## config.mk

```make
export PLATFORM = sky130hd
export DESIGN_NAME = wp_cmd_seq
export DESIGN_NICKNAME = d
export VERILOG_FILES = /design/src/rtl/wp_seq_pkg.sv /design/src/rtl/wp_cmd_match.sv /design/src/rtl/wp_settle_timer.sv /design/src/rtl/wp_pass_stage.sv /design/src/rtl/wp_cmd_seq.sv
export SDC_FILE = /design/constraint.sdc
export NUM_CORES = 1
export LEC_CHECK = 0
export BUFFER_PORTS_ARGS = -buffer_cell sky130_fd_sc_hd__buf_2
export CAP_MARGIN = 40
export CORE_MARGIN = 1.5
export CORE_UTILIZATION = 35
export DETAILED_ROUTE_END_ITERATION = 6
export PLACE_DENSITY_LB_ADDON = 0.3
export SYNTH_ARGS = -nofsm -noshare
export SYNTH_HDL_FRONTEND = slang
export SYNTH_HIERARCHICAL = 1
export SYNTH_SLANG_ARGS = --single-unit
export TNS_END_PERCENT = 100
```

## constraint.sdc

```tcl
create_clock -name clk -period 3.2 [get_ports clk]
set_clock_uncertainty 0.1 [all_clocks]
set_input_delay 0.64 -clock clk [delete_from_list [all_inputs] [get_ports clk]]
set_output_delay 0.64 -clock clk [all_outputs]
set_load 0.005 [all_outputs]
```

## src/rtl/wp_seq_pkg.sv

```systemverilog
package wp_seq_pkg;
    typedef enum logic [2:0] {
        ST_IDLE,
        ST_U1,
        ST_U2,
        ST_D3,
        ST_D4,
        ST_D5,
        ST_WINDOW,
        ST_SETTLE
    } seq_state_t;

    localparam logic [7:0] CODE_K1     = 8'hAA;
    localparam logic [7:0] CODE_K2     = 8'h55;
    localparam logic [7:0] CODE_UNLOCK = 8'hA0;
    localparam logic [7:0] CODE_ERASE  = 8'h80;
    localparam logic [7:0] CODE_OFF    = 8'h20;
endpackage

```

## src/rtl/wp_cmd_match.sv

```systemverilog
module wp_cmd_match #(
    parameter int ADDR_W = 16,
    parameter int DATA_W = 8,
    parameter int CMP_W  = 15,
    parameter logic [CMP_W-1:0] KEY_ADDR_A = 15'h5555,
    parameter logic [CMP_W-1:0] KEY_ADDR_B = 15'h2AAA
) (
    input  logic [ADDR_W-1:0] addr,
    input  logic [DATA_W-1:0] data,
    output logic              hit_k1,
    output logic              hit_k2,
    output logic              hit_unlock,
    output logic              hit_erase,
    output logic              hit_off
);
    import wp_seq_pkg::*;

    logic at_a;
    logic at_b;

    // upper address bits are not part of any command key
    assign at_a = (addr[CMP_W-1:0] == KEY_ADDR_A);
    assign at_b = (addr[CMP_W-1:0] == KEY_ADDR_B);

    assign hit_k1     = at_a && (data == DATA_W'(CODE_K1));
    assign hit_k2     = at_b && (data == DATA_W'(CODE_K2));
    assign hit_unlock = at_a && (data == DATA_W'(CODE_UNLOCK));
    assign hit_erase  = at_a && (data == DATA_W'(CODE_ERASE));
    assign hit_off    = at_a && (data == DATA_W'(CODE_OFF));
endmodule

```

## src/rtl/wp_settle_timer.sv

```systemverilog
module wp_settle_timer #(
    parameter int SETTLE_CYC = 16
) (
    input  logic clk,
    input  logic rst_n,
    input  logic start,
    output logic done
);
    localparam int CNT_W = $clog2(SETTLE_CYC + 1);
    localparam logic [CNT_W-1:0] LOAD = CNT_W'(SETTLE_CYC - 1);

    logic [CNT_W-1:0] cnt;
    logic             run;

    always_ff @(posedge clk) begin
        if (!rst_n) begin
            cnt <= '0;
            run <= 1'b0;
        end else if (start) begin
            cnt <= LOAD;
            run <= 1'b1;
        end else if (run) begin
            if (cnt == '0) run <= 1'b0;
            else           cnt <= cnt - 1'b1;
        end
    end

    assign done = run && (cnt == '0);

    AST_TIMER_BOUND: assert property (@(posedge clk) disable iff (!rst_n)
        run |-> (cnt <= LOAD)) else $error("timer count out of range");
endmodule

```

## src/rtl/wp_pass_stage.sv

```systemverilog
module wp_pass_stage #(
    parameter int ADDR_W = 16,
    parameter int DATA_W = 8
) (
    input  logic              clk,
    input  logic              rst_n,
    input  logic              fwd,
    input  logic [ADDR_W-1:0] in_addr,
    input  logic [DATA_W-1:0] in_data,
    output logic              out_valid,
    output logic [ADDR_W-1:0] out_addr,
    output logic [DATA_W-1:0] out_data
);
    always_ff @(posedge clk) begin
        if (!rst_n) begin
            out_valid <= 1'b0;
            out_addr  <= '0;
            out_data  <= '0;
        end else begin
            out_valid <= fwd;
            if (fwd) begin
                out_addr <= in_addr;
                out_data <= in_data;
            end
        end
    end
endmodule

```

## src/rtl/wp_cmd_seq.sv

```systemverilog
module wp_cmd_seq #(
    parameter int ADDR_W     = 16,
    parameter int DATA_W     = 8,
    parameter int CMP_W      = 15,
    parameter int SETTLE_CYC = 16,
    parameter bit PROT_INIT  = 1'b0
) (
    input  logic              clk,
    input  logic              rst_n,
    input  logic              wr_valid,
    input  logic [ADDR_W-1:0] wr_addr,
    input  logic [DATA_W-1:0] wr_data,
    input  logic              prog_busy,
    output logic              pass_valid,
    output logic [ADDR_W-1:0] pass_addr,
    output logic [DATA_W-1:0] pass_data,
    output logic              prot_on,
    output logic              window_open
);
    import wp_seq_pkg::*;

    seq_state_t state, nxt;
    logic prot_q;
    logic live, fwd, prot_set, prot_clr, tmr_start, tmr_done;
    logic hit_k1, hit_k2, hit_unlock, hit_erase, hit_off;

    wp_cmd_match #(.ADDR_W(ADDR_W), .DATA_W(DATA_W), .CMP_W(CMP_W)) u_match (
        .addr(wr_addr), .data(wr_data),
        .hit_k1(hit_k1), .hit_k2(hit_k2), .hit_unlock(hit_unlock),
        .hit_erase(hit_erase), .hit_off(hit_off)
    );

    wp_settle_timer #(.SETTLE_CYC(SETTLE_CYC)) u_timer (
        .clk(clk), .rst_n(rst_n), .start(tmr_start), .done(tmr_done)
    );

    wp_pass_stage #(.ADDR_W(ADDR_W), .DATA_W(DATA_W)) u_pass (
        .clk(clk), .rst_n(rst_n), .fwd(fwd),
        .in_addr(wr_addr), .in_data(wr_data),
        .out_valid(pass_valid), .out_addr(pass_addr), .out_data(pass_data)
    );

    assign live = wr_valid && !prog_busy;

    // state and protect flag registers
    always_ff @(posedge clk) begin
        if (!rst_n) begin
            state  <= ST_IDLE;
            prot_q <= PROT_INIT;
        end else begin
            state <= nxt;
            if (prot_set)      prot_q <= 1'b1;
            else if (prot_clr) prot_q <= 1'b0;
        end
    end

    // next state and per-write decisions
    always_comb begin
        nxt       = state;
        fwd       = 1'b0;
        prot_set  = 1'b0;
        prot_clr  = 1'b0;
        tmr_start = 1'b0;
        unique case (state)
            ST_IDLE: if (live) begin
                if (hit_k1) nxt = ST_U1;
                else        fwd = !prot_q;
            end
            ST_U1: if (live) begin
                if (hit_k2) nxt = ST_U2;
                else begin nxt = ST_IDLE; fwd = !prot_q; end
            end
            ST_U2: if (live) begin
                if (hit_unlock) begin
                    nxt      = ST_WINDOW;
                    prot_set = 1'b1;
                end else if (hit_erase) begin
                    nxt = ST_D3;
                end else begin
                    nxt = ST_IDLE;
                    fwd = !prot_q;
                end
            end
            ST_D3: if (live) begin
                if (hit_k1) nxt = ST_D4;
                else begin nxt = ST_IDLE; fwd = !prot_q; end
            end
            ST_D4: if (live) begin
                if (hit_k2) nxt = ST_D5;
                else begin nxt = ST_IDLE; fwd = !prot_q; end
            end
            ST_D5: if (live) begin
                if (hit_off) begin
                    nxt       = ST_SETTLE;
                    tmr_start = 1'b1;
                end else begin
                    nxt = ST_IDLE;
                    fwd = !prot_q;
                end
            end
            ST_WINDOW: begin
                if (prog_busy)     nxt = ST_IDLE;
                else if (wr_valid) fwd = 1'b1;
            end
            ST_SETTLE: if (tmr_done) begin
                nxt      = ST_IDLE;
                prot_clr = 1'b1;
            end
            default: nxt = ST_IDLE;
        endcase
    end

    // outputs
    always_comb begin
        prot_on     = prot_q;
        window_open = (state == ST_WINDOW);
    end

    AST_PASS_HAS_WRITE: assert property (@(posedge clk) disable iff (!rst_n)
        pass_valid |-> $past(wr_valid)) else $error("pass without write");
    AST_PASS_DATA_KEPT: assert property (@(posedge clk) disable iff (!rst_n)
        pass_valid |-> (pass_data == $past(wr_data) && pass_addr == $past(wr_addr)))
        else $error("forwarded write altered");
    AST_PROT_RISE_WINDOW: assert property (@(posedge clk) disable iff (!rst_n)
        $rose(prot_q) |-> window_open) else $error("protect set outside unlock");
    AST_UNLOCK_HELD: assert property (@(posedge clk) disable iff (!rst_n)
        (state == ST_U2 && live && hit_unlock) |=> !pass_valid)
        else $error("unlock byte forwarded");
    AST_PROT_FALL_SETTLE: assert property (@(posedge clk) disable iff (!rst_n)
        $fell(prot_q) |-> $past(state == ST_SETTLE)) else $error("protect cleared early");
    AST_SETTLE_DROP: assert property (@(posedge clk) disable iff (!rst_n)
        (state == ST_SETTLE && wr_valid) |=> !pass_valid) else $error("write during settle");
    AST_LOCKED_DROP: assert property (@(posedge clk) disable iff (!rst_n)
        (prot_q && state != ST_WINDOW && wr_valid) |=> !pass_valid)
        else $error("write passed while locked");
    AST_BUSY_DROP: assert property (@(posedge clk) disable iff (!rst_n)
        (state != ST_WINDOW && wr_valid && prog_busy) |=> (!pass_valid && $stable(state)))
        else $error("busy write acted on");
endmodule

```

### Word level (Yosys, flattened, before mapping)

Index checks and enable logic that the tools add are counted.

* bits in registers: 35
* input port bits: 28
* logic and storage cells: 98

* $add $sub $neg: 1
* equality and inequality tests: 24
* muxes and demuxes: 44
* bitwise operators: 2
* reduce and logical (&&, ||, !) cells: 19

Operator list (number)
* two-way mux 3 bit: 13
* == test 8 bit, second input constant: 3
* two-way mux 1 bit: 24
* one-hot mux 3 bit (8 select lines): 1
* != test 2 bit, second input constant: 10
* == test 15 x 14 -> 1 bit, second input constant: 1
* == test 15 bit, second input constant: 1
* == test 3 bit, second input constant: 4
* two-way mux 4 bit: 3
* AND reduction 9 bit: 1
* == test 8 x 6 -> 1 bit, second input constant: 1
* == test 8 x 7 -> 1 bit, second input constant: 1
* logical AND 1 bit: 7
* == test 3 x 2 -> 1 bit, second input constant: 2
* OR reduction 2 bit: 3
* logical NOT 5 bit: 1
* one-hot mux 1 bit (5 select lines): 1
* subtractor 5 x 1 -> 5 bit, second input constant: 1
* two-way mux 2 bit: 2
* AND reduction 2 bit: 2
* nonzero test 2 bit: 2
* == test 3 x 1 -> 1 bit, second input constant: 1
* logical NOT 3 bit: 1
* logical NOT 1 bit: 2
* NOT 1 bit: 2

### Logic depth before layout (Yosys ltp)

Gate-level depths: netlist of run 1.

* word-level depth: 7
* mapped depth: 11
* mapped depth without buffers: 9

### By module

The synthesis of run 1 kept the hierarchy.

Modules (own cells, without submodules)
* wp_pass_stage: times used 1, cells an instance 79, area each 955.9 um^2
* wp_cmd_seq: times used 1, cells an instance 52, area each 452.9 um^2
* wp_settle_timer: times used 1, cells an instance 35, area each 314.1 um^2
* wp_cmd_match: times used 1, cells an instance 25, area each 201.4 um^2

### Least setup slack after synthesis of run 1

Ideal clock, no wire load.

* kind: input port to flip-flop
* start: in wr_addr[5]
* end: reg u_pass.out_addr[0]
* library setup time: 0.116 ns
* data arrival time: 2.326 ns
* data required time: 2.984 ns
* slack: 0.657 ns
* stages on the path: 11
* cell sequence: and4bb_1 nand4b_2 nor3_1 mux2i_1 a21oi_1 o21bai_1 a21o_1 buf_6 buf_12 mux2i_1 nor2b_1

* elaborated cells between the ends (all ways): 17

RTL lines
* start: declaration: RTL line wp_cmd_seq.sv:11 `input logic [ADDR_W-1:0] wr_addr,`
* == test 15 bit: RTL line wp_cmd_match.sv:22 `assign at_a = (addr[CMP_W-1:0] == KEY_ADDR_A);`
* logical AND 1 bit: RTL line wp_cmd_match.sv:25 `assign hit_k1 = at_a && (data == DATA_W'(CODE_K1));`
* net hit_k1: RTL line wp_cmd_seq.sv:25 `logic hit_k1, hit_k2, hit_unlock, hit_erase, hit_off;`
* two-way mux 1 bit: RTL line wp_cmd_seq.sv:66, wp_cmd_seq.sv:85
* two-way mux 1 bit: RTL line wp_cmd_seq.sv:84 `ST_D3: if (live) begin`
* one-hot mux 1 bit (5 select lines): RTL line wp_cmd_seq.sv:64 `unique case (state)`
* net fwd: RTL line wp_cmd_seq.sv:24 `logic live, fwd, prot_set, prot_clr, tmr_start, tmr_done;`
* end signal: assignment: RTL line wp_pass_stage.sv:22 `out_addr <= in_addr;`
* end: declaration: RTL line wp_pass_stage.sv:11 `output logic [ADDR_W-1:0] out_addr,`

The timed path passes the listed nets, and every way through them passes these cells.
A chain may end at the register's enable or synchronous reset.

### Worst setup path after layout of run 1

* start: in wr_data[2]
* end: reg u_pass.out_addr[12]

* longest elaborated chain between the ends: 6
* elaborated cells between the ends (all ways): 20

RTL lines
* start: declaration: RTL line wp_cmd_seq.sv:12 `input logic [DATA_W-1:0] wr_data,`
* == test 8 bit: RTL line wp_cmd_match.sv:28 `assign hit_erase = at_a && (data == DATA_W'(CODE_ERASE));`
* logical AND 1 bit: RTL line wp_cmd_match.sv:28
* net hit_erase: RTL line wp_cmd_seq.sv:25
* two-way mux 1 bit: RTL line wp_cmd_seq.sv:77 `end else if (hit_erase) begin`
* two-way mux 1 bit: RTL line wp_cmd_seq.sv:74 `if (hit_unlock) begin`
* two-way mux 1 bit: RTL line wp_cmd_seq.sv:73 `ST_U2: if (live) begin`
* one-hot mux 1 bit (5 select lines): RTL line wp_cmd_seq.sv:64
* net fwd: RTL line wp_cmd_seq.sv:24

The timed path passes the listed nets, and every way through them passes these cells.

==> impl_metrics.json, run 1 <==
{
  "status": "finished clean",
  "endpoint_kind": "flop",
  "via_count": 1570,
  "grt_antenna_before_repair": 0,
  "timing.fmax_mhz": 376,
  "max_stage_delay_ps": 450,
  "initialDrtViolationCount": 56,
  "vias_per_cell": 4.97,
  "ir_drop_mv": 0.225,
  "path_max_fanout": 24,
  "initial_core_util_pct": 37.0,
  "cp.arrival_ps": 2740,
  "grt_pass1_wl_mm": 6.98,
  "grt_max_degree": 38,
  "min_path_type": "flop to flop",
  "ff2ff_setup_slack_ps": 940,
  "htree_num_levels": 2,
  "worst-path-buf-inv": 2,
  "grt_pass1_vias": 1466,
  "drv_cap": 0,
  "globalRouteMet2Util_pct": 22.9,
  "rr_worst_depth": 7,
  "grtUsageTotal_pct": 14.5,
  "relSlewSlack_pct": 59.2,
  "power_density_nw_per_um2": 391,
  "hold_path_end": "u_timer/cnt[4]$_SDFFE_PP0P_",
  "nets": 274,
  "syn_area_per_cell_sq_um": 10.1,
  "synth_seq_area_share_pct": 36.4,
  "synth_area_leaders": "dfxtp_1 36%, mux2i_1 16%, nor2b_1 8.1%",
  "busiest_layer": "met2",
  "cts_hold_buffers": 0,
  "synth_seq_cells": 35,
  "area_growth_pct": 20.0,
  "setup_viol": 0,
  "p_int_mw": 0.680,
  "drive_above_1_share_pct": 31.3,
  "nFillCells": 522,
  "r2r_start": "state[1]$_SDFFE_PN0P_",
  "fin_crit_sh_pct": 83.1,
  "wl_per_cell_microns": 13.2,
  "placed_area_sq_um": 2210,
  "clock_sinks": 35,
  "drt_wl_total_mm": 4.16,
  "clkTransAtPathRegs_ps": 80,
  "synth.top_cell.area_share_pct": 36.4,
  "root_buffer": "clkbuf_8",
  "final_common_cell": "buf_2",
  "synthArstFlopShare_pct": 0,
  "dp_hpwl_mm": 3.12,
  "gp_routability_congestion": 0.753,
  "clockBufferDepth": 2,
  "tns_ps": 0,
  "cp.required_ps": 3280,
  "slew_viol_final": 0,
  "cts_setup_buffers": 0,
  "cts-buffers-inserted": 5,
  "hold_viol_final": 0,
  "clock_latency_ps": 290,
  "die_h_microns": 77.2,
  "swShare_pct": 24.7,
  "ctsResizeCount": 0,
  "min_from": "u_timer/cnt[4]$_SDFFE_PP0P_",
  "r2r-end": "u_pass/out_addr[12]$_SDFFE_PN0P_",
  "netlist_area_sq_um": 1920,
  "rsz0062_at_grt": "false",
  "worst_slack_ps": 541,
  "antenna_left": 0,
  "insertedDiodeCount": 0,
  "path_class": "input pin to flop",
  "synth_nets": 220,
  "grt-ovfl-total": 0,
  "seqPwrFrac_pct": 50.8,
  "grt.met3_usage_pct": 4.17,
  "yosysWarnings": 6,
  "drtPass1Iterations": 4,
  "cellLeakagePower_nw": 0.943,
  "ioPinCount": 55,
  "synthFlopType": "dfxtp_1",
  "synth.largest_area_cell": "dfxtp_1",
  "core_sq_um": 5200,
  "cp-start-kind": "input pin",
  "synth_cell_types": 49,
  "fp.dieW_microns": 77.2,
  "tightest_slew_ps": 610,
  "drcViolationCount": 0,
  "place_ws_ps": 260,
  "postLayoutCellArea_sq_um": 2310,
  "synth-edff-count": 0,
  "final_cell_mix": "54 x buf_2, 35 x dfxtp_1, 31 x mux2i_1",
  "die_area_sq_um": 5950,
  "combPwrFrac_pct": 11.3,
  "p_clk_share_pct": 37.9,
  "p_sw_mw": 0.223,
  "cts_tree": "done",
  "port_buffers": 54,
  "use_met1_pct": 19.1,
  "worstHoldPathCells": 2,
  "netlist_instances": 191,
  "path_cells": "buf_2 -> nor4b_1 -> nand2_1 -> nor3_1 -> nor4b_1 -> a21oi_1 -> nor3_1 -> a21o_1 -> buf_4 -> mux2i_1 -> nor2b_1",
  "critPathSlowestCell": "nor3_1",
  "critical_path.top_delay_family": "simple AND/OR/NAND/NOR gates",
  "fp-row-count": 26,
  "min_period_ps": 2660
}
[worst max-delay path by stage]
stage / start / end / cells past startpoint
finish: wr_data[2] / u_pass/out_addr[12]$_SDFFE_PN0P_ / 11
global route: wr_data[2] / u_pass/out_addr[12]$_SDFFE_PN0P_ / 11
CTS: wr_data[2] / u_pass/out_addr[13]$_SDFFE_PN0P_ / 11
detailed placement: wr_data[2] / u_pass/out_addr[13]$_SDFFE_PN0P_ / 11
global placement: wr_data[2] / u_pass/out_data[3]$_SDFFE_PN0P_ / 11
floorplan: wr_addr[5] / u_pass/out_addr[0]$_SDFFE_PN0P_ / 11
[worst min-delay path, stage by stage (launching register included)]
cell and delay, ps:
dfxtp_1 360, nand2_1 70, nor3_1 40
[synthesized netlist by cell type, drive strengths merged, types with 3 or more instances]
cell type and number:
a21oi 3, clkbuf 3, nor3 11, o21ai 3, buf 8, inv 4
nor2 8, nor2b 25, nand3 3, nor4b 5, mux2i 31, nor4bb 5
o21bai 3, nand4b 3, nor3b 5, nand2 9, o21a 3, dfxtp 35
[state kept, by name, summed over array words and instances, names as in the netlist]
register          count
u_timer/run           1
u_pass/out_valid      1
u_timer/cnt           5
state                 3
prot_on               1
u_pass/out_addr      16
u_pass/out_data       8
[final cells by class]
| cell class | count | area (sq um) | share of cell area, % |
|---|---|---|---|
| Clock inverter | 2 | 16.3 | 0.705 |
| Clock buffer | 6 | 82.6 | 3.58 |
| Sequential cell | 35 | 701 | 30.4 |
| Inverter | 4 | 15.0 | 0.650 |
| Multi-Input combinational cell | 141 | 1110 | 47.9 |
| Timing Repair Buffer | 58 | 300 | 13.0 |
| Tap cell | 70 | 87.6 | 3.79 |
[metal layers]
metal,vias to the layer above,share of wire [%]
li1,797,-
met1,729,47
met2,39,45
met3,5,5.9
met4,0,1.3
met5,-,0
[through the flow]
step	utilization [%]	power [mW]	hold WS [ps]	cells
5_1_grt	44.4	0.947	438	316
4_1_cts	44.4	0.917	419	316
6_report	44.4	0.904	412	316
2_1_floorplan	-	0.526	371	191
3_3_place_gp	42.5	0.572	392	308
3_5_place_dp	42.5	0.572	400	308
[logic make-up after synthesis]
family          Yosys count  share of synthesized area, %
mux                      31                          16.1
fa+ha+maj                 1                         0.650
compound gates           22                          8.58
simple gates             87                          32.1
buf+inv                  15                          6.11
flops                    35                          36.4
[power by group through the flow]
stage	combinational, mW	sequential (mW)	clock [mW]
CTS	0.104	0.459	0.354
floorplan	0.0562	0.470	0
detailed placement	0.103	0.469	0
finish	0.102	0.459	0.343
global placement	0.102	0.469	0
global route	0.112	0.461	0.374
No activity file was read; power rests on OpenSTA's default activity.
==> run 2: changes to the inputs <==
==> constraint.sdc (replaced) <==
create_clock -name clk -period 2.2 [get_ports clk]
set_clock_uncertainty 0.1 [all_clocks]
set_input_delay 0.44 -clock clk [delete_from_list [all_inputs] [get_ports clk]]
set_output_delay 0.44 -clock clk [all_outputs]
set_load 0.005 [all_outputs]
==> run 2 against run 1 <==
Effect of this change: final cell count is 9.2% higher; power is 45% higher; register-to-register slack worse by 610 ps; largest cell class unchanged.
==> impl_metrics.json, run 2 (same netlist as run 1, synthesis figures left out) <==
{
  "crit_top_cell": "mux2i_1",
  "critPathLaunch": "wr_addr[11]",
  "grt.met3_usage_pct": 4.29,
  "grt_max_degree": 38,
  "p_clk_share_pct": 33.9,
  "top_register": "u_pass/out_addr",
  "worstSetupEndpoint": "u_pass/out_data[6]$_SDFFE_PN0P_",
  "slew_viol_final": 0,
  "gp_routability_congestion": 0.771,
  "fin_crit_sh_pct": 97.1,
  "cp.required_ps": 2270,
  "drcViolationCount": 0,
  "timing.hold.ws_ps": 314,
  "drt_wl_total_mm": 4.59,
  "final_cell_mix": "47 x buf_2, 35 x dfxtp_1, 32 x buf_4",
  "initial_core_util_pct": 37.0,
  "cts_tree": "done",
  "r2r-end": "state[2]$_SDFFE_PN0P_",
  "clock_latency_ps": 280,
  "vias_per_cell": 4.79,
  "fp-row-count": 26,
  "core_sq_um": 5200,
  "port_buffers": 54,
  "r2r_start": "u_timer/cnt[0]$_SDFFE_PN0P_",
  "drv_cap": 0,
  "cellLeakagePower_nw": 1.15,
  "path_class": "input pin to flop",
  "grt-ovfl-total": 0,
  "fin_util_pct": 51.0,
  "hold_viol_final": 0,
  "nFillCells": 497,
  "power_density_nw_per_um2": 493,
  "ir_drop_mv": 0.239,
  "initialDrtViolationCount": 83,
  "clock_sinks": 35,
  "postLayoutCellArea_sq_um": 2650,
  "root_buffer": "clkbuf_8",
  "dp_hpwl_mm": 3.46,
  "report.power.total_mw": 1.31,
  "placed_area_sq_um": 2460,
  "cts-buffers-inserted": 5,
  "min_period_ps": 2140,
  "ff2ff_setup_slack_ps": 330,
  "p_sw_mw": 0.317,
  "grt_pass1_wl_mm": 7.73,
  "setup_viol": 0,
  "busiest_layer": "met2",
  "endpoint_kind": "flop",
  "tightest_slew_ps": 573,
  "globalRouteMet2Util_pct": 26.2,
  "largest_reg_flops": 16,
  "rr_worst_depth": 8,
  "max_stage_delay_ps": 330,
  "cp-start-kind": "input pin",
  "p_int_mw": 0.991,
  "final_common_cell": "buf_2",
  "rsz0062_at_grt": "true",
  "grt_antenna_before_repair": 0,
  "clockBufferDepth": 2,
  "use_met1_pct": 21.1,
  "swShare_pct": 24.2,
  "area_growth_pct": 37.9,
  "die_h_microns": 77.2,
  "relSlewSlack_pct": 61.8,
  "grt_pass1_vias": 1602,
  "combPwrFrac_pct": 15.0,
  "nets": 303,
  "via_count": 1652,
  "insertedDiodeCount": 0,
  "min_path_type": "input pin to flop",
  "wl_per_cell_microns": 13.3,
  "drive_above_1_share_pct": 41.8,
  "cp.arrival_ps": 2210,
  "ioPinCount": 55,
  "drtPass1Iterations": 4,
  "dp.cells": 335,
  "path_cells": "buf_6 -> and4bb_2 -> nand4b_4 -> nor3_4 -> mux2i_1 -> a21oi_1 -> o21bai_1 -> a21o_1 -> buf_12 -> mux2i_1 -> nor2b_1",
  "die_area_sq_um": 5950,
  "antenna_left": 0,
  "clkTransAtPathRegs_ps": 70,
  "htree_num_levels": 2,
  "cts_hold_buffers": 0,
  "fp.dieW_microns": 77.2,
  "timing.fmax_mhz": 468,
  "critPathSlowestCell": "and4bb_2",
  "path_max_fanout": 16,
  "status": "finished clean",
  "seqPwrFrac_pct": 51.1,
  "instances_no_fill": 345,
  "grtUsageTotal_pct": 16.4,
  "top_regs": "u_pass/out_addr x16, u_pass/out_data x8, u_timer/cnt x5"
}
[run 2: cell types whose count changed in the layout (fill, tap and decap cells not counted), sizes merged]
cell / delta
buf: +29
clkbuf: +1
clkinvlp: -1
[run 2: layout make-up]
cell class,instances,area (sq um),area share [%]
flip-flops and latches,35,701,26.4
clock inverters,1,5.00,0.189
well taps,70,87.6,3.30
repair buffers,87,574,21.6
inverters,4,15.0,0.566
clock buffers,7,76.3,2.88
multi-input cells,141,1190,45.0
[run 2: worst min path at each step]
stage | from | endpoint | slack, ps | cells after the start
after global placement | u_pass/out_addr[7]$_SDFFE_PN0P_ | u_pass/out_addr[7]$_SDFFE_PN0P_ | 390 | 2
after global routing | wr_addr[5] | u_pass/out_addr[5]$_SDFFE_PN0P_ | 310 | 3
after floorplan | u_timer/cnt[4]$_SDFFE_PP0P_ | u_timer/cnt[4]$_SDFFE_PP0P_ | 370 | 2
after detailed placement | u_pass/out_addr[1]$_SDFFE_PN0P_ | u_pass/out_addr[1]$_SDFFE_PN0P_ | 400 | 2
after CTS | wr_addr[15] | u_pass/out_addr[15]$_SDFFE_PN0P_ | 320 | 3
final | wr_addr[5] | u_pass/out_addr[5]$_SDFFE_PN0P_ | 310 | 3
[run 2: per-layer routing]
metal  wire (microns)  vias to the layer above
li1                 -                      856
met1             2200                      760
met2             2160                       31
met3              179                        5
met4               56                        0
met5                0                        -
[run 2: critical path: cells and delay by family]
kind / cells / cell delay (ps)
AND/OR/NAND/NOR: 4 / 790
AO/OA/AOI/OAI: 3 / 430
multiplexers: 2 / 260
buffers and inverters: 2 / 270
[run 2: repair_timing]
item                                    4_1_cts  5_1_grt
endpoints found under the setup margin       17       27
pin swaps                                     0        6
setup buffers                                 0        2
resized for setup                             2       19
[run 2: power groups by stage]
stage	Combinational (mW)	Clock, mW	Sequential [mW]
4_1_cts	0.183	0.459	0.669
6_report	0.196	0.444	0.668
2_1_floorplan	0.0838	0	0.684
3_3_place_gp	0.180	0	0.683
3_5_place_dp	0.182	0	0.682
5_1_grt	0.213	0.493	0.671
[run 2: through the flow]
step | worst slack (ps) | TNS, ps
finish | 64.3 | 0
global route | -100 | -1300
CTS | 44.6 | 0
detailed placement | -333 | -8640
global placement | -310 | -8180
floorplan | -71.0 | -1340
==> run 3: changes to the inputs <==
--- a/config.mk
+++ b/config.mk
@@ -5,10 +5,12 @@
 export SDC_FILE = /design/constraint.sdc
 export NUM_CORES = 1
 export LEC_CHECK = 0
+export ABC_AREA = 1
 export BUFFER_PORTS_ARGS = -buffer_cell sky130_fd_sc_hd__buf_2
 export CAP_MARGIN = 40
 export CORE_MARGIN = 1.5
 export CORE_UTILIZATION = 35
+export CTS_BUF_LIST = sky130_fd_sc_hd__clkbuf_8
 export DETAILED_ROUTE_END_ITERATION = 6
 export PLACE_DENSITY_LB_ADDON = 0.3
 export SYNTH_ARGS = -nofsm -noshare
==> run 3 against run 2 <==
Effect of this change: register-to-register slack lost 80 ps; hold slack better by 26 ps; sequential cell count unchanged; final area is 1.8% lower; die area is 4.4% higher; core utilization decreased by 4.0 points; first-iteration DRC count increased by 7.2%; sequential share of layout area grew 0.49 points; power grew 0.75%; clock power decreased by 2%; critical path depth rose by 5.
==> impl_metrics.json, run 3 <==
{
  "status": "finished clean",
  "top_register": "u_pass/out_addr",
  "path_cells": "buf_2 -> buf_4 -> nor2_1 -> nand2_1 -> nor2_1 -> nand2_1 -> nor2_2 -> nor2_1 -> nand2_1 -> nand4_1 -> nor2_4 -> nor2_4 -> buf_16 -> nand2_1 -> nand2_1 -> nor2_1",
  "netlist_area_sq_um": 2010,
  "place_ws_ps": -139,
  "wl_per_cell_microns": 9.72,
  "crit_top_cell": "nand2_1",
  "rsz0062_at_grt": "false",
  "path_max_fanout": 26,
  "synth.largest_area_cell": "dfxtp_1",
  "htree_num_levels": 2,
  "port_buffers": 54,
  "clockBufferDepth": 2,
  "min_path_type": "input pin to flop",
  "synth_nets": 369,
  "synth_seq_cells": 35,
  "fp-row-count": 27,
  "synth_cell_types": 24,
  "grtUsageTotal_pct": 15.6,
  "synth-edff-count": 0,
  "synthFlopType": "dfxtp_1",
  "syn_area_per_cell_sq_um": 5.92,
  "largest_reg_flops": 16,
  "synth.top_cell.area_share_pct": 34.8,
  "worstSetupEndpoint": "u_pass/out_addr[5]$_SDFFE_PN0P_",
  "critPathLaunch": "wr_addr[10]",
  "insertedDiodeCount": 0,
  "r2r_start": "state[0]$_SDFFE_PN0P_",
  "drv_cap": 0,
  "multi_input_area_sq_um": 1050,
  "drtPass1Iterations": 4,
  "timing.hold.ws_ps": 340,
  "fin_crit_sh_pct": 89.7,
  "tightest_slew_ps": 465,
  "grt_antenna_before_repair": 0,
  "min_period_ps": 1970,
  "cts_hold_buffers": 0,
  "ir_drop_mv": 0.205,
  "vias_per_cell": 4.36,
  "nFillCells": 614,
  "worst-path-buf-inv": 3,
  "nets": 444,
  "seq_area_sq_um": 701,
  "top_regs": "u_pass/out_addr x16, u_pass/out_data x8, u_timer/cnt x5",
  "power_density_nw_per_um2": 506,
  "cp.arrival_ps": 2100,
  "critPathSlowestCell": "buf_16",
  "drive_above_1_share_pct": 25.5,
  "initial_core_util_pct": 36.3,
  "synth_most_common_cell": "nand2_1",
  "ff2ff_setup_slack_ps": 250,
  "hold_viol_final": 0,
  "path_class": "input pin to flop",
  "cp.required_ps": 2320,
  "netlist_instances": 340,
  "final_common_cell": "nand2_1",
  "area_growth_pct": 29.4,
  "antenna_left": 0,
  "dp_hpwl_mm": 3.48,
  "grt_pass1_wl_mm": 7.78,
  "synth_seq_area_share_pct": 34.8,
  "yosysWarnings": 6,
  "cp_num_cells": 16,
  "cts_setup_buffers": 0,
  "gp_routability_congestion": 0.861,
  "die_h_microns": 78.8,
  "worst_slack_ps": 226,
  "setup_viol": 0,
  "cellLeakagePower_nw": 1.46,
  "fp.dieW_microns": 78.8,
  "clkTransAtPathRegs_ps": 70,
  "final_cell_mix": "97 x nand2_1, 82 x nor2_1, 58 x inv_1",
  "core_sq_um": 5540,
  "grt-ovfl-total": 0,
  "relSlewSlack_pct": 69.0,
  "grt_pass1_vias": 1867,
  "timing.fmax_mhz": 507,
  "ioPinCount": 55,
  "drt_wl_total_mm": 4.75,
  "drcViolationCount": 0,
  "die_area_sq_um": 6220,
  "synth_area_leaders": "dfxtp_1 35%, nand2_1 18%, nor2_1 16%",
  "slew_viol_final": 0,
  "max_stage_delay_ps": 180,
  "endpoint_kind": "flop",
  "synthArstFlopShare_pct": 0,
  "synth_commonest_cells": "97 x nand2_1, 84 x nor2_1, 56 x inv_1",
  "cp-start-kind": "input pin",
  "root_buffer": "clkbuf_8",
  "clock_latency_ps": 280,
  "cts_tree": "done",
  "report.power.total_mw": 1.32,
  "rr_worst_depth": 11,
  "via_count": 2126,
  "grt_max_degree": 31,
  "r2r-end": "u_pass/out_addr[5]$_SDFFE_PN0P_",
  "clock_sinks": 35,
  "cts-buffers-inserted": 5,
  "critical_path.top_delay_family": "simple AND/OR/NAND/NOR gates",
  "initialDrtViolationCount": 89
}
run 3: cell types whose count changed after synthesis, sizes merged, moves of 6 or more:
cell | before | now
nand4 | 1 | 7
inv | 4 | 60
mux2i | 31 | 0
nor2 | 8 | 90
nor2b | 25 | 0
nand3 | 3 | 13
nand2 | 9 | 103
run 3: logic make-up after synthesis:
family	synth area share [%]
flops	34.8
fa+ha+maj	0.621
simple gates	47.3
buf+inv	14.0
compound gates	3.29
run 3: repair_timing:
| action | CTS | global route |
|---|---|---|
| gates resized for setup | 0 | 2 |
| setup endpoints to repair | 0 | 13 |
| endpoints found under the hold margin | 0 | 0 |
run 3: how the worst min path moves through the flow:
| stage | start | endpoint | slack (ps) | cells after the start |
|---|---|---|---|---|
| after floorplan | u_timer/cnt[4]$_SDFFE_PP0P_ | u_timer/cnt[4]$_SDFFE_PP0P_ | 340 | 2 |
| final | wr_addr[15] | u_pass/out_addr[15]$_SDFFE_PN0P_ | 340 | 5 |
| after detailed placement | u_timer/cnt[4]$_SDFFE_PP0P_ | u_timer/cnt[4]$_SDFFE_PP0P_ | 350 | 2 |
| after global placement | u_timer/cnt[4]$_SDFFE_PP0P_ | u_timer/cnt[4]$_SDFFE_PP0P_ | 350 | 2 |
| after global routing | wr_data[3] | u_pass/out_data[3]$_SDFFE_PN0P_ | 370 | 5 |
| after CTS | wr_addr[15] | u_pass/out_addr[15]$_SDFFE_PN0P_ | 340 | 5 |
run 3: where the power goes:
part           switching, mW  internal (mW)
sequential            0.0143          0.665
combinational          0.108         0.0954
clock                  0.223          0.213
total                  0.345          0.973
run 3: routing by layer:
metal	part of all wire [%]	up-vias	routed length [microns]	track usage, %
met1	47	898	2240	19.1
met4	1.0	0	48	5.26
li1	-	1161	-	-
met2	44	60	2100	26.5
met3	7.4	7	353	4.02
met5	0	-	0	0
run 3: final cells by class:
class / instances / area share, %
multi-input combinational: 237 / 40.4
clock buffer: 5 / 2.64
inverter: 60 / 8.65
tap: 72 / 3.46
clock inverter: 3 / 0.480
sequential: 35 / 26.9
timing repair buffer: 76 / 17.5
run 3: worst register-to-register path, delay by kind of cell (launching register included):
family        cells  cell delay [ps]
simple gates     10             1130
flops             1              410
buf+inv           1              210
run 3: metrics by stage:
stage	utilization, %	instance area (sq um)	cells	setup TNS (ps)
floorplan	-	2010	340	0
global placement	44.8	2480	478	-6190
detailed placement	45.3	2510	479	-1750
CTS	46.8	2590	487	0
global route	47.0	2610	488	0
finish	47.0	2610	488	0
